File: config.mk
export PLATFORM = sky130hd
export DESIGN_NAME = scsi_pio_engine
export DESIGN_NICKNAME = d
export VERILOG_FILES = /design/src/rtl/scsi_pio_pkg.sv /design/src/rtl/scsi_bus_sync.sv /design/src/rtl/scsi_wait_timer.sv /design/src/rtl/scsi_xfer_ctrl.sv /design/src/rtl/scsi_pio_engine.sv
export SDC_FILE = /design/constraint.sdc
export NUM_CORES = 1
export LEC_CHECK = 0
export BUFFER_PORTS_ARGS = -buffer_cell sky130_fd_sc_hd__buf_2
export CORE_ASPECT_RATIO = 2
export CORE_MARGIN = 4
export CORE_UTILIZATION = 50
export CTS_BUF_LIST = sky130_fd_sc_hd__clkbuf_4
export CTS_CLUSTER_DIAMETER = 30
export CTS_CLUSTER_SIZE = 16
export DETAILED_ROUTE_END_ITERATION = 6
export GPL_TIMING_DRIVEN = 0
export PLACE_DENSITY = 0.73
export SKIP_LAST_GASP = 1
export SLEW_MARGIN = 0
export SYNTH_ARGS = -nofsm -noshare
export SYNTH_HDL_FRONTEND = slang
export SYNTH_SLANG_ARGS = --single-unit
File: constraint.sdc
create_clock -name clk -period 4.6 [get_ports clk]
set_input_delay 0.92 -clock clk [delete_from_list [all_inputs] [get_ports clk]]
set_output_delay 0.92 -clock clk [all_outputs]
set_load 0.02 [all_outputs]
File: src/rtl/scsi_pio_pkg.sv
`timescale 1ns/1ps
package scsi_pio_pkg;

  localparam logic [2:0] PH_MSG_OUT = 3'b110;

  typedef enum logic [2:0] {
    ST_IDLE,
    ST_WAIT_REQ,
    ST_TX_GET,
    ST_RX_PUT,
    ST_SETUP,
    ST_ACK,
    ST_SETTLE
  } xfer_state_t;

  function automatic logic phase_inbound(input logic [2:0] ph);
    return ph[0];
  endfunction

endpackage

File: src/rtl/scsi_bus_sync.sv
`timescale 1ns/1ps
module scsi_bus_sync #(
  parameter int W      = 4,
  parameter int STAGES = 2
) (
  input  logic         clk,
  input  logic         rst_n,
  input  logic [W-1:0] async_in,
  output logic [W-1:0] sync_out
);
  logic [W-1:0] chain [STAGES];

  generate
    for (genvar s = 0; s < STAGES; s++) begin : g_stage
      if (s == 0) begin : g_first
        always_ff @(posedge clk or negedge rst_n)
          if (!rst_n) chain[0] <= '0;
          else        chain[0] <= async_in;
      end else begin : g_next
        always_ff @(posedge clk or negedge rst_n)
          if (!rst_n) chain[s] <= '0;
          else        chain[s] <= chain[s-1];
      end
    end
  endgenerate

  assign sync_out = chain[STAGES-1];
endmodule

File: src/rtl/scsi_wait_timer.sv
`timescale 1ns/1ps
module scsi_wait_timer #(
  parameter int TW = 4
) (
  input  logic          clk,
  input  logic          rst_n,
  input  logic          load,
  input  logic [TW-1:0] load_val,
  output logic          expired
);
  logic [TW-1:0] remain;

  always_ff @(posedge clk or negedge rst_n) begin
    if (!rst_n)              remain <= '0;
    else if (load)           remain <= load_val;
    else if (remain != '0)   remain <= remain - 1'b1;
  end

  assign expired = (remain == '0);
endmodule

File: src/rtl/scsi_xfer_ctrl.sv
`timescale 1ns/1ps
module scsi_xfer_ctrl
  import scsi_pio_pkg::*;
#(
  parameter int CNT_W      = 8,
  parameter int SETUP_CLKS = 3,
  parameter int END_WAIT   = 8,
  parameter int TW         = 4
) (
  input  logic             clk,
  input  logic             rst_n,
  input  logic             start,
  input  logic [2:0]       exp_phase,
  input  logic [CNT_W-1:0] byte_count,
  input  logic             tx_valid,
  output logic             tx_ready,
  input  logic [7:0]       tx_data,
  output logic             rx_valid,
  input  logic             rx_ready,
  output logic [7:0]       rx_data,
  input  logic             req_s,
  input  logic [2:0]       phase_s,
  input  logic [7:0]       bus_data_in,
  output logic             tmr_load,
  output logic [TW-1:0]    tmr_val,
  input  logic             tmr_expired,
  output logic             ack_q,
  output logic             atn_q,
  output logic             drive_q,
  output logic [7:0]       dout_q,
  output logic [2:0]       exp_q,
  output logic             busy,
  output logic             done,
  output logic             ok,
  output logic [CNT_W-1:0] residual,
  output logic [2:0]       end_phase,
  output logic             end_unknown
);
  localparam logic [CNT_W-1:0] CNT_ONE  = CNT_W'(1);
  localparam logic [TW-1:0]    SETUP_TV = TW'(SETUP_CLKS);
  localparam logic [TW-1:0]    END_TV   = TW'(END_WAIT);

  xfer_state_t      state;
  logic [CNT_W-1:0] cnt;
  logic [7:0]       rx_buf;
  logic             phase_ok;
  logic             is_msgout;

  assign phase_ok  = (phase_s == exp_q);
  assign is_msgout = (exp_q == PH_MSG_OUT);
  assign tx_ready  = (state == ST_TX_GET);
  assign rx_valid  = (state == ST_RX_PUT);
  assign rx_data   = rx_buf;
  assign busy      = (state != ST_IDLE);

  always_comb begin
    tmr_load = 1'b0;
    tmr_val  = END_TV;
    unique case (state)
      ST_IDLE:     tmr_load = start;
      ST_WAIT_REQ: tmr_load = req_s && !phase_ok;
      ST_TX_GET: begin
        tmr_load = tx_valid;
        tmr_val  = SETUP_TV;
      end
      ST_ACK:      tmr_load = !req_s && (cnt == CNT_ONE);
      default:     tmr_load = 1'b0;
    endcase
  end

  always_ff @(posedge clk or negedge rst_n) begin
    if (!rst_n) begin
      state       <= ST_IDLE;
      cnt         <= '0;
      rx_buf      <= '0;
      ack_q       <= 1'b0;
      atn_q       <= 1'b0;
      drive_q     <= 1'b0;
      dout_q      <= '0;
      exp_q       <= '0;
      done        <= 1'b0;
      ok          <= 1'b0;
      residual    <= '0;
      end_phase   <= '0;
      end_unknown <= 1'b0;
    end else begin
      done <= 1'b0;
      unique case (state)
        ST_IDLE: if (start) begin
          exp_q <= exp_phase;
          cnt   <= byte_count;
          atn_q <= (exp_phase == PH_MSG_OUT) && (byte_count != '0);
          state <= (byte_count == '0) ? ST_SETTLE : ST_WAIT_REQ;
        end
        ST_WAIT_REQ: if (req_s) begin
          if (!phase_ok) begin
            state <= ST_SETTLE;
          end else if (phase_inbound(exp_q)) begin
            rx_buf <= bus_data_in;
            state  <= ST_RX_PUT;
          end else begin
            state <= ST_TX_GET;
          end
        end
        ST_TX_GET: if (tx_valid) begin
          dout_q  <= tx_data;
          drive_q <= 1'b1;
          if (is_msgout) atn_q <= (cnt > CNT_ONE);
          state   <= ST_SETUP;
        end
        ST_SETUP: if (tmr_expired) begin
          ack_q <= 1'b1;
          state <= ST_ACK;
        end
        ST_RX_PUT: if (rx_ready) begin
          ack_q <= 1'b1;
          state <= ST_ACK;
        end
        ST_ACK: if (!req_s) begin
          ack_q   <= 1'b0;
          drive_q <= 1'b0;
          cnt     <= cnt - 1'b1;
          state   <= (cnt == CNT_ONE) ? ST_SETTLE : ST_WAIT_REQ;
        end
        ST_SETTLE: if (tmr_expired) begin
          done        <= 1'b1;
          residual    <= cnt;
          end_unknown <= !req_s;
          end_phase   <= req_s ? phase_s : 3'b000;
          ok          <= (cnt == '0) || (req_s && phase_ok);
          atn_q       <= 1'b0;
          state       <= ST_IDLE;
        end
        default: state <= ST_IDLE;
      endcase
    end
  end

  // a REQ in a foreign phase never leads to a handshake
  assert_no_ack_on_mismatch_R2: assert property (@(posedge clk) disable iff (!rst_n)
    (state == ST_WAIT_REQ && req_s && !phase_ok) |=> (!ack_q && !drive_q));

  // outbound ACK only follows a byte already on the lines
  assert_ack_after_drive_R3: assert property (@(posedge clk) disable iff (!rst_n)
    ($rose(ack_q) && !phase_inbound(exp_q)) |-> $past(drive_q));

  // stream byte requested only while no handshake is active
  assert_tx_idle_bus_R3: assert property (@(posedge clk) disable iff (!rst_n)
    tx_ready |-> (!ack_q && !drive_q));

  // inbound byte held under back-pressure
  assert_rx_hold_R4: assert property (@(posedge clk) disable iff (!rst_n)
    (rx_valid && !rx_ready) |=> (rx_valid && $stable(rx_data)));

  // ACK kept while REQ is still seen high
  assert_ack_held_R5: assert property (@(posedge clk) disable iff (!rst_n)
    (ack_q && req_s) |=> ack_q);

  // final message byte handshakes without ATN
  assert_atn_low_last_R7: assert property (@(posedge clk) disable iff (!rst_n)
    (ack_q && is_msgout && cnt == CNT_ONE) |-> !atn_q);

  // completion flag lasts one cycle
  assert_done_pulse_R9: assert property (@(posedge clk) disable iff (!rst_n)
    done |=> !done);
endmodule

File: src/rtl/scsi_pio_engine.sv
`timescale 1ns/1ps
module scsi_pio_engine #(
  parameter int CNT_W       = 8,
  parameter int SETUP_CLKS  = 3,
  parameter int END_WAIT    = 8,
  parameter int SYNC_STAGES = 2
) (
  input  logic             clk,
  input  logic             rst_n,
  input  logic             start,
  input  logic [2:0]       exp_phase,
  input  logic [CNT_W-1:0] byte_count,
  input  logic             tx_valid,
  output logic             tx_ready,
  input  logic [7:0]       tx_data,
  output logic             rx_valid,
  input  logic             rx_ready,
  output logic [7:0]       rx_data,
  input  logic             bus_req,
  input  logic [2:0]       bus_phase,
  input  logic [7:0]       bus_data_in,
  output logic             bus_ack,
  output logic             bus_atn,
  output logic [7:0]       bus_data_out,
  output logic             bus_data_oe,
  output logic             busy,
  output logic             done,
  output logic             ok,
  output logic [CNT_W-1:0] residual,
  output logic [2:0]       end_phase,
  output logic             end_unknown
);
  localparam int MAX_WAIT = (SETUP_CLKS > END_WAIT) ? SETUP_CLKS : END_WAIT;
  localparam int TW       = $clog2(MAX_WAIT + 1) + 1;

  logic [3:0]    sync_q;
  logic          req_s;
  logic [2:0]    phase_s;
  logic          tmr_load;
  logic [TW-1:0] tmr_val;
  logic          tmr_expired;
  logic          ack_q;
  logic          drive_q;
  logic [2:0]    exp_q;
  logic          match;

  scsi_bus_sync #(.W(4), .STAGES(SYNC_STAGES)) u_sync (
    .clk      (clk),
    .rst_n    (rst_n),
    .async_in ({bus_req, bus_phase}),
    .sync_out (sync_q)
  );
  assign req_s   = sync_q[3];
  assign phase_s = sync_q[2:0];

  scsi_wait_timer #(.TW(TW)) u_timer (
    .clk      (clk),
    .rst_n    (rst_n),
    .load     (tmr_load),
    .load_val (tmr_val),
    .expired  (tmr_expired)
  );

  scsi_xfer_ctrl #(
    .CNT_W(CNT_W), .SETUP_CLKS(SETUP_CLKS), .END_WAIT(END_WAIT), .TW(TW)
  ) u_ctrl (
    .clk         (clk),
    .rst_n       (rst_n),
    .start       (start),
    .exp_phase   (exp_phase),
    .byte_count  (byte_count),
    .tx_valid    (tx_valid),
    .tx_ready    (tx_ready),
    .tx_data     (tx_data),
    .rx_valid    (rx_valid),
    .rx_ready    (rx_ready),
    .rx_data     (rx_data),
    .req_s       (req_s),
    .phase_s     (phase_s),
    .bus_data_in (bus_data_in),
    .tmr_load    (tmr_load),
    .tmr_val     (tmr_val),
    .tmr_expired (tmr_expired),
    .ack_q       (ack_q),
    .atn_q       (bus_atn),
    .drive_q     (drive_q),
    .dout_q      (bus_data_out),
    .exp_q       (exp_q),
    .busy        (busy),
    .done        (done),
    .ok          (ok),
    .residual    (residual),
    .end_phase   (end_phase),
    .end_unknown (end_unknown)
  );

  assign match       = (phase_s == exp_q);
  assign bus_ack     = ack_q & match;
  assign bus_data_oe = drive_q & match & ~exp_q[0];

  // the data drive is only ever used for initiator-to-target phases
  assert_oe_outbound_R3: assert property (@(posedge clk) disable iff (!rst_n)
    bus_data_oe |-> !phase_s[0]);
endmodule

Word level (Yosys, flattened, before mapping)
Index checks and enable logic that the tools add are counted.
Cells by class
  add/sub/neg operators: 2
  magnitude comparators: 1
  equality and inequality tests: 18
  muxes and demuxes: 33
  bitwise logic cells: 4
  reductions and logical operators: 28
Operators with widths (count)
  3-bit 2-to-1 mux: 11
  3-bit one-hot mux with 7 select lines: 1
  8-bit zero test: 2
  8-bit 2-to-1 mux: 2
  8-bit one-hot mux with 2 select lines: 1
  3-bit equality test, second input constant: 5
  2-bit inequality test, second input constant: 6
  1-bit 2-to-1 mux: 11
  5-bit 2-to-1 mux: 2
  3-bit nonzero test: 3
  8-bit by 1-bit equality test with 1-bit output, second input constant: 1
  8-bit by 1-bit > comparator with 1-bit output, second input constant: 1
  4-bit AND reduction: 2
  8-bit nonzero test: 1
  8-bit by 1-bit subtractor with 8-bit output, second input constant: 1
  7-bit AND reduction: 1
  3-bit by 2-bit equality test with 1-bit output, second input constant: 2
  1-bit one-hot mux with 3 select lines: 2
  2-bit AND reduction: 3
  3-bit AND reduction: 2
  2-bit nonzero test: 3
  5-bit zero test: 1
  5-bit AND reduction: 1
  5-bit nonzero test: 1
  13 further kinds: 20
Storage, ports and cells
  flip-flop bits (word level): 60
  input bits: 36
  output and inout port bits: 36
  word-level logic and storage cells: 102

Logic depth before layout (Yosys ltp)
  word-level depth: 5
  mapped depth: 7
  gate-level depth less buffers: 7

By module
From an unflattened synthesis, not the netlist that was laid out.
Second synthesis, totals
  cell total of the unflattened synthesis: 275
  area total of the unflattened synthesis: 3006.6 µm²
Modules (own cells, without submodules)
  scsi_xfer_ctrl: times used 1, cells an instance 230, area an instance 2437.3 µm², seq. area each 1176.1 µm²
  scsi_wait_timer: times used 1, cells an instance 27, area an instance 279.0 µm², seq. area each 125.1 µm²
  scsi_bus_sync: times used 1, cells an instance 12, area an instance 230.2 µm², seq. area each 200.2 µm²
  scsi_pio_engine: times used 1, cells an instance 6, area an instance 60.1 µm², seq. area each 0.0 µm²

Least setup slack after synthesis
OpenSTA, ideal clock, no wires.
  path kind: register to output
  start point: register u_ctrl.state[0]
  end point: output port rx_valid
  data arrival time: 1402 ps
  data required time: 3680 ps
  slack: 2278 ps
  stages on the path, launching flop included: 5
  path buffers: 2
  path through: dfrtp_1 buf_2 buf_1 inv_1 nor3_1
Between the ends
  longest elaborated chain between the ends: 1
Ends and longest elaborated chain
  from (decl): line scsi_xfer_ctrl.sv:43  | xfer_state_t state;
  from (signal assigned): line scsi_xfer_ctrl.sv:93  | state <= (byte_count == '0) ? ST_SETTLE : ST_WAIT_REQ;
  from (signal assigned): line scsi_xfer_ctrl.sv:123  | state <= (cnt == CNT_ONE) ? ST_SETTLE : ST_WAIT_REQ;
  3-bit by 2-bit equality test with 1-bit output: line scsi_xfer_ctrl.sv:52  | assign rx_valid = (state == ST_RX_PUT);
  to (decl): line scsi_pio_engine.sv:16  | output logic rx_valid,
Every way passes these cells.

Worst setup path in the final report
  start point: register u_ctrl.exp_q[0]
  end point: output port bus_data_oe
Between the ends
  longest elaborated chain between the ends: 3
  elaborated cells between the ends (all ways): 4
  classes of those cells: eq/ne (1); bitwise (3)
Ends and longest elaborated chain
  from (decl): line scsi_xfer_ctrl.sv:31  | output logic [2:0] exp_q,
  from (signal assigned): line scsi_xfer_ctrl.sv:90  | exp_q <= exp_phase;
  3-bit equality test: line scsi_pio_engine.sv:97  | assign match = (phase_s == exp_q);
  1-bit AND: line scsi_pio_engine.sv:99  | assign bus_data_oe = drive_q & match & ~exp_q[0];
  1-bit AND (*): line scsi_pio_engine.sv:99
  to (decl): line scsi_pio_engine.sv:25  | output logic bus_data_oe,
Mark *: on every way between the ends. The rest lies on a longest branch, timed or not.

==> summary.txt <==
CTS
  – Clk_lat worst skew: between 0.4 and 0.5 ns
  – CTS root buf: clkbuf_4
  – Clock buffer depth: 2
  – Post-cts resize count: 0
  – Clock Sinks: 60
  – CTS H-tree lvls: 3
  – # hold bufs at CTS: 0
  – TritonCTS clock tree: built
  – Clock-pin slew on the worst setup and hold paths: about 0.11 ns
  – CTS Buf Count: 9
  – Postcts setup bufs: 0

Global routing
  – Global-route wire length before repair: between 10000 and 15000 µm
  – Overflow after GRT: 0
  – Vias in the first global route: about 2400
  – Largest net degree at the start of global routing: approximately 60
  – Antenna violations before repair: 0
  – Gr usage total: between 20% and 30%

Layout
  – # diodes: 0
  – FILL cells: a little under 500
  – Most frequent cells in the layout: buf_2, dfrtp_1, nand2_1, o21ai_0, mux2_2
  – Area growth from synthesis to layout: 19.68%
  – Register area: 1501 µm²
  – Net count, final: approximately 400
  – Layout cell share with drive strength beyond 1: between 30% and 40%
  – Area occupied by multi-input gates: roughly 1200 µm²
  – Most common cell after layout, fill and taps aside: buf_2

Min path
  – Hold crit path type: reg -> reg
  – Hold Path End: u_sync.sync_out[0]$_DFF_PN0_
  – WHS Path Cells: 0
  – Worst hold start: u_sync.chain[4]$_DFF_PN0_

Timing
  – Endpoints failing setup: 0
  – Slew Limit Fails: 0
  – Fin crit share: 69.35%
  – Worst Max-Slew Pin Slew: 0.9169 ns
  – Max_slew headroom: between 30% and 40%
  – Final hold viol count: 0
  – Fmax: between 300 and 400 MHz
  – Worst clock skew: about 0.011 ns
  – Sum Neg Setup Slack: 0 ns
  – Final WS setup: around 1.4 ns
  – RSZ-0062 raised after global routing: false
  – Period minus WS final: 3.190 ns

Floorplan
  – Die H: 114.0 µm
  – Die X: 61.01 µm
  – Starting Density: between 50% and 60%
  – Total core area: 5420 µm²
  – Number of cell rows: 38
  – Die area: 6956 µm²
  – I/O Pins: just over 70

Logic synthesis
  – Yosys warns: 0
  – Seq cells post-synth: 60
  – Synthesized instance count: ~270
  – Sequential-to-total area share from yosys stat: between 50% and 60%
  – Mapped cell area: approximately 2800 µm²
  – Mapped Nets: between 300 and 400
  – Netlist cell types: between 50 and 60
  – Prevailing post-synth register cell: dfrtp_1
  – Synth async-reset ratio: between 90% and 100%
  – Synth Area per Inst: just over 10 µm²
  – EDFF count, synth: 0

Place
  – Placer Congestion: between 0.9 and 1
  – Post-DP HPWL: approximately 5500 µm
  – Post-place setup slack: about 1.9 ns
  – Number of buffers added on ports: 71

Job
  – Max-cap check violation count: 0

Critical path
  – Crit Path Max Fanout: 8
  – Crit path capture type: output pin
  – Critical R2R Capture: u_ctrl.rx_data[5]$_DFFE_PN0P_
  – Slowest stage delay, CP: 0.76 ns
  – RR Startpoint: u_ctrl.exp_q[0]$_DFFE_PN0P_
  – Critical Path RT: between 3 and 4 ns
  – Slowest cell on the critical path: nor3_1
  – R2r setup slk: about 2.3 ns
  – Crit Path Category: reg -> out
  – WP data arrival: approximately 2.3 ns
  – Crit-path cells: xor2_1 -> nor3_1 -> and3b_1 -> buf_2
  – Worst r2r path cells: 5
  – CP Launch Type: flop

Power
  – Power per Cell Area: roughly 660 nW/µm²
  – Max IR drop VDD: roughly 0.44 mV
  – Leakage: between 1.5 and 2 nW

Routing
  – Final ANT Viol Nets: 0
  – Total wire length: roughly 7000 µm
  – First drt pass iteration count: 4
  – Vias: approximately 2400
  – 1st-iter DRT viols: 78
  – Vias per cell: 5.769
  – DRC Markers: 0
  – Avg WL per Cell: ~17 µm

Status
  – Status: finished, final reports clean
area by class of cell:
cell class	count	share of cell area, %
plain buffers	12	1.674
clock inverters	7	1.562
multi-input cells	191	36.12
flip-flops and latches	60	44.64
inverters	10	1.116
clock buffers	9	2.009
repair buffers	71	10.64
well taps	60	2.232
per-layer routing:
| layer | up-vias | GRT usage, % | routed length, µm |
|---|---|---|---|
| li1 | 1150 | - | - |
| met1 | 1162 | 23.04 | 2499 |
| met2 | 89 | 39.81 | 3967 |
| met3 | 22 | 6.908 | 477 |
| met4 | 0 | 11.14 | 236 |
| met5 | - | 0 | 0 |
where the power goes:
part           internal, mW  total [mW]  leakage [nW]  switching (mW)
Combinational         0.397        1.03         0.851           0.630
Clock                 0.112       0.325        0.0546           0.213
Sequential            0.728       0.884         0.763           0.156
cell usage after synthesis (all sizes together), types with 3 or more instances:
cell type / n / area, µm²
dfrtp: 60 / 1501
nand2: 45 / 168.9
o21ai: 25 / 128.9
mux2: 16 / 180.2
nor2: 14 / 52.55
a21oi: 11 / 55.05
inv: 9 / 33.78
nor3: 9 / 45.04
buf: 8 / 41.29
nand3: 5 / 25.02
o211ai: 5 / 37.54
clkbuf: 4 / 15.01
ha: 4 / 50.05
nor4: 4 / 25.02
xor2: 4 / 35.03
and3: 3 / 18.77
nand4: 3 / 18.77
nor4b: 3 / 32.53
flip-flops by register name, indices dropped and copies added (netlist names):
name,cells
u_ctrl.rx_data,8
u_ctrl.atn_q,1
u_sync.chain,4
u_ctrl.residual,8
u_ctrl.cnt,8
u_ctrl.ok,1
u_ctrl.done,1
u_timer.remain,5
u_ctrl.drive_q,1
u_ctrl.dout_q,8
u_ctrl.end_phase,3
u_ctrl.exp_q,3
u_ctrl.ack_q,1
u_ctrl.end_unknown,1
u_ctrl.state,3
u_sync.sync_out,4
how the worst max path moves through the flow:
stage | startpoint | to | slack (ns) | cells past startpoint
after floorplan | u_ctrl.state[0]$_DFFE_PN0P_ | rx_valid | 2.28 | 4
after global placement | u_ctrl.exp_q[0]$_DFFE_PN0P_ | bus_data_oe | 1.86 | 4
after detailed placement | u_ctrl.exp_q[0]$_DFFE_PN0P_ | bus_data_oe | 1.89 | 4
after CTS | u_ctrl.exp_q[0]$_DFFE_PN0P_ | bus_data_oe | 1.39 | 4
after global routing | u_ctrl.exp_q[0]$_DFFE_PN0P_ | bus_data_oe | 1.23 | 4
final | u_ctrl.exp_q[0]$_DFFE_PN0P_ | bus_data_oe | 1.41 | 4
critical path, delay by kind of cell (launching register included):
kind	cells	cell delay, ns
xor gates and xnor gates	1	0.18
buffers and inverters	1	0.17
DFF	1	0.46
and+or+nand+nor	2	1.03
cell families (layout without fill, tap and decap cells):
logic type               count (synthesis)  in the layout  synth area share, %
XOR/XNOR                                 5              5                1.558
flip-flops                              60             60                53.43
multiplexers                            18             18                7.124
AO/OA/AOI/OAI                           61             61                14.07
AND/OR/NAND/NOR                        103            103                18.70
buffers and inverters                   22            109                3.339
adder cells (fa/ha/maj)                  4              4                1.781
stage by stage:
| stage | cells | hold WS, ns | cell area (µm²) | util [%] | power [mW] |
|---|---|---|---|---|---|
| floorplan | 273 | 0.3312 | 2810 | - | 1.578 |
| global placement | 404 | 0.3325 | 3241 | 59.79 | 1.890 |
| detailed placement | 404 | 0.3373 | 3241 | 59.79 | 1.917 |
| CTS | 420 | 0.3641 | 3361 | 62.00 | 2.250 |
| global route | 420 | 0.3700 | 3363 | 62.05 | 2.410 |
| finish | 420 | 0.3601 | 3363 | 62.05 | 2.236 |
Note: power is estimated with default switching activity, not from simulation.
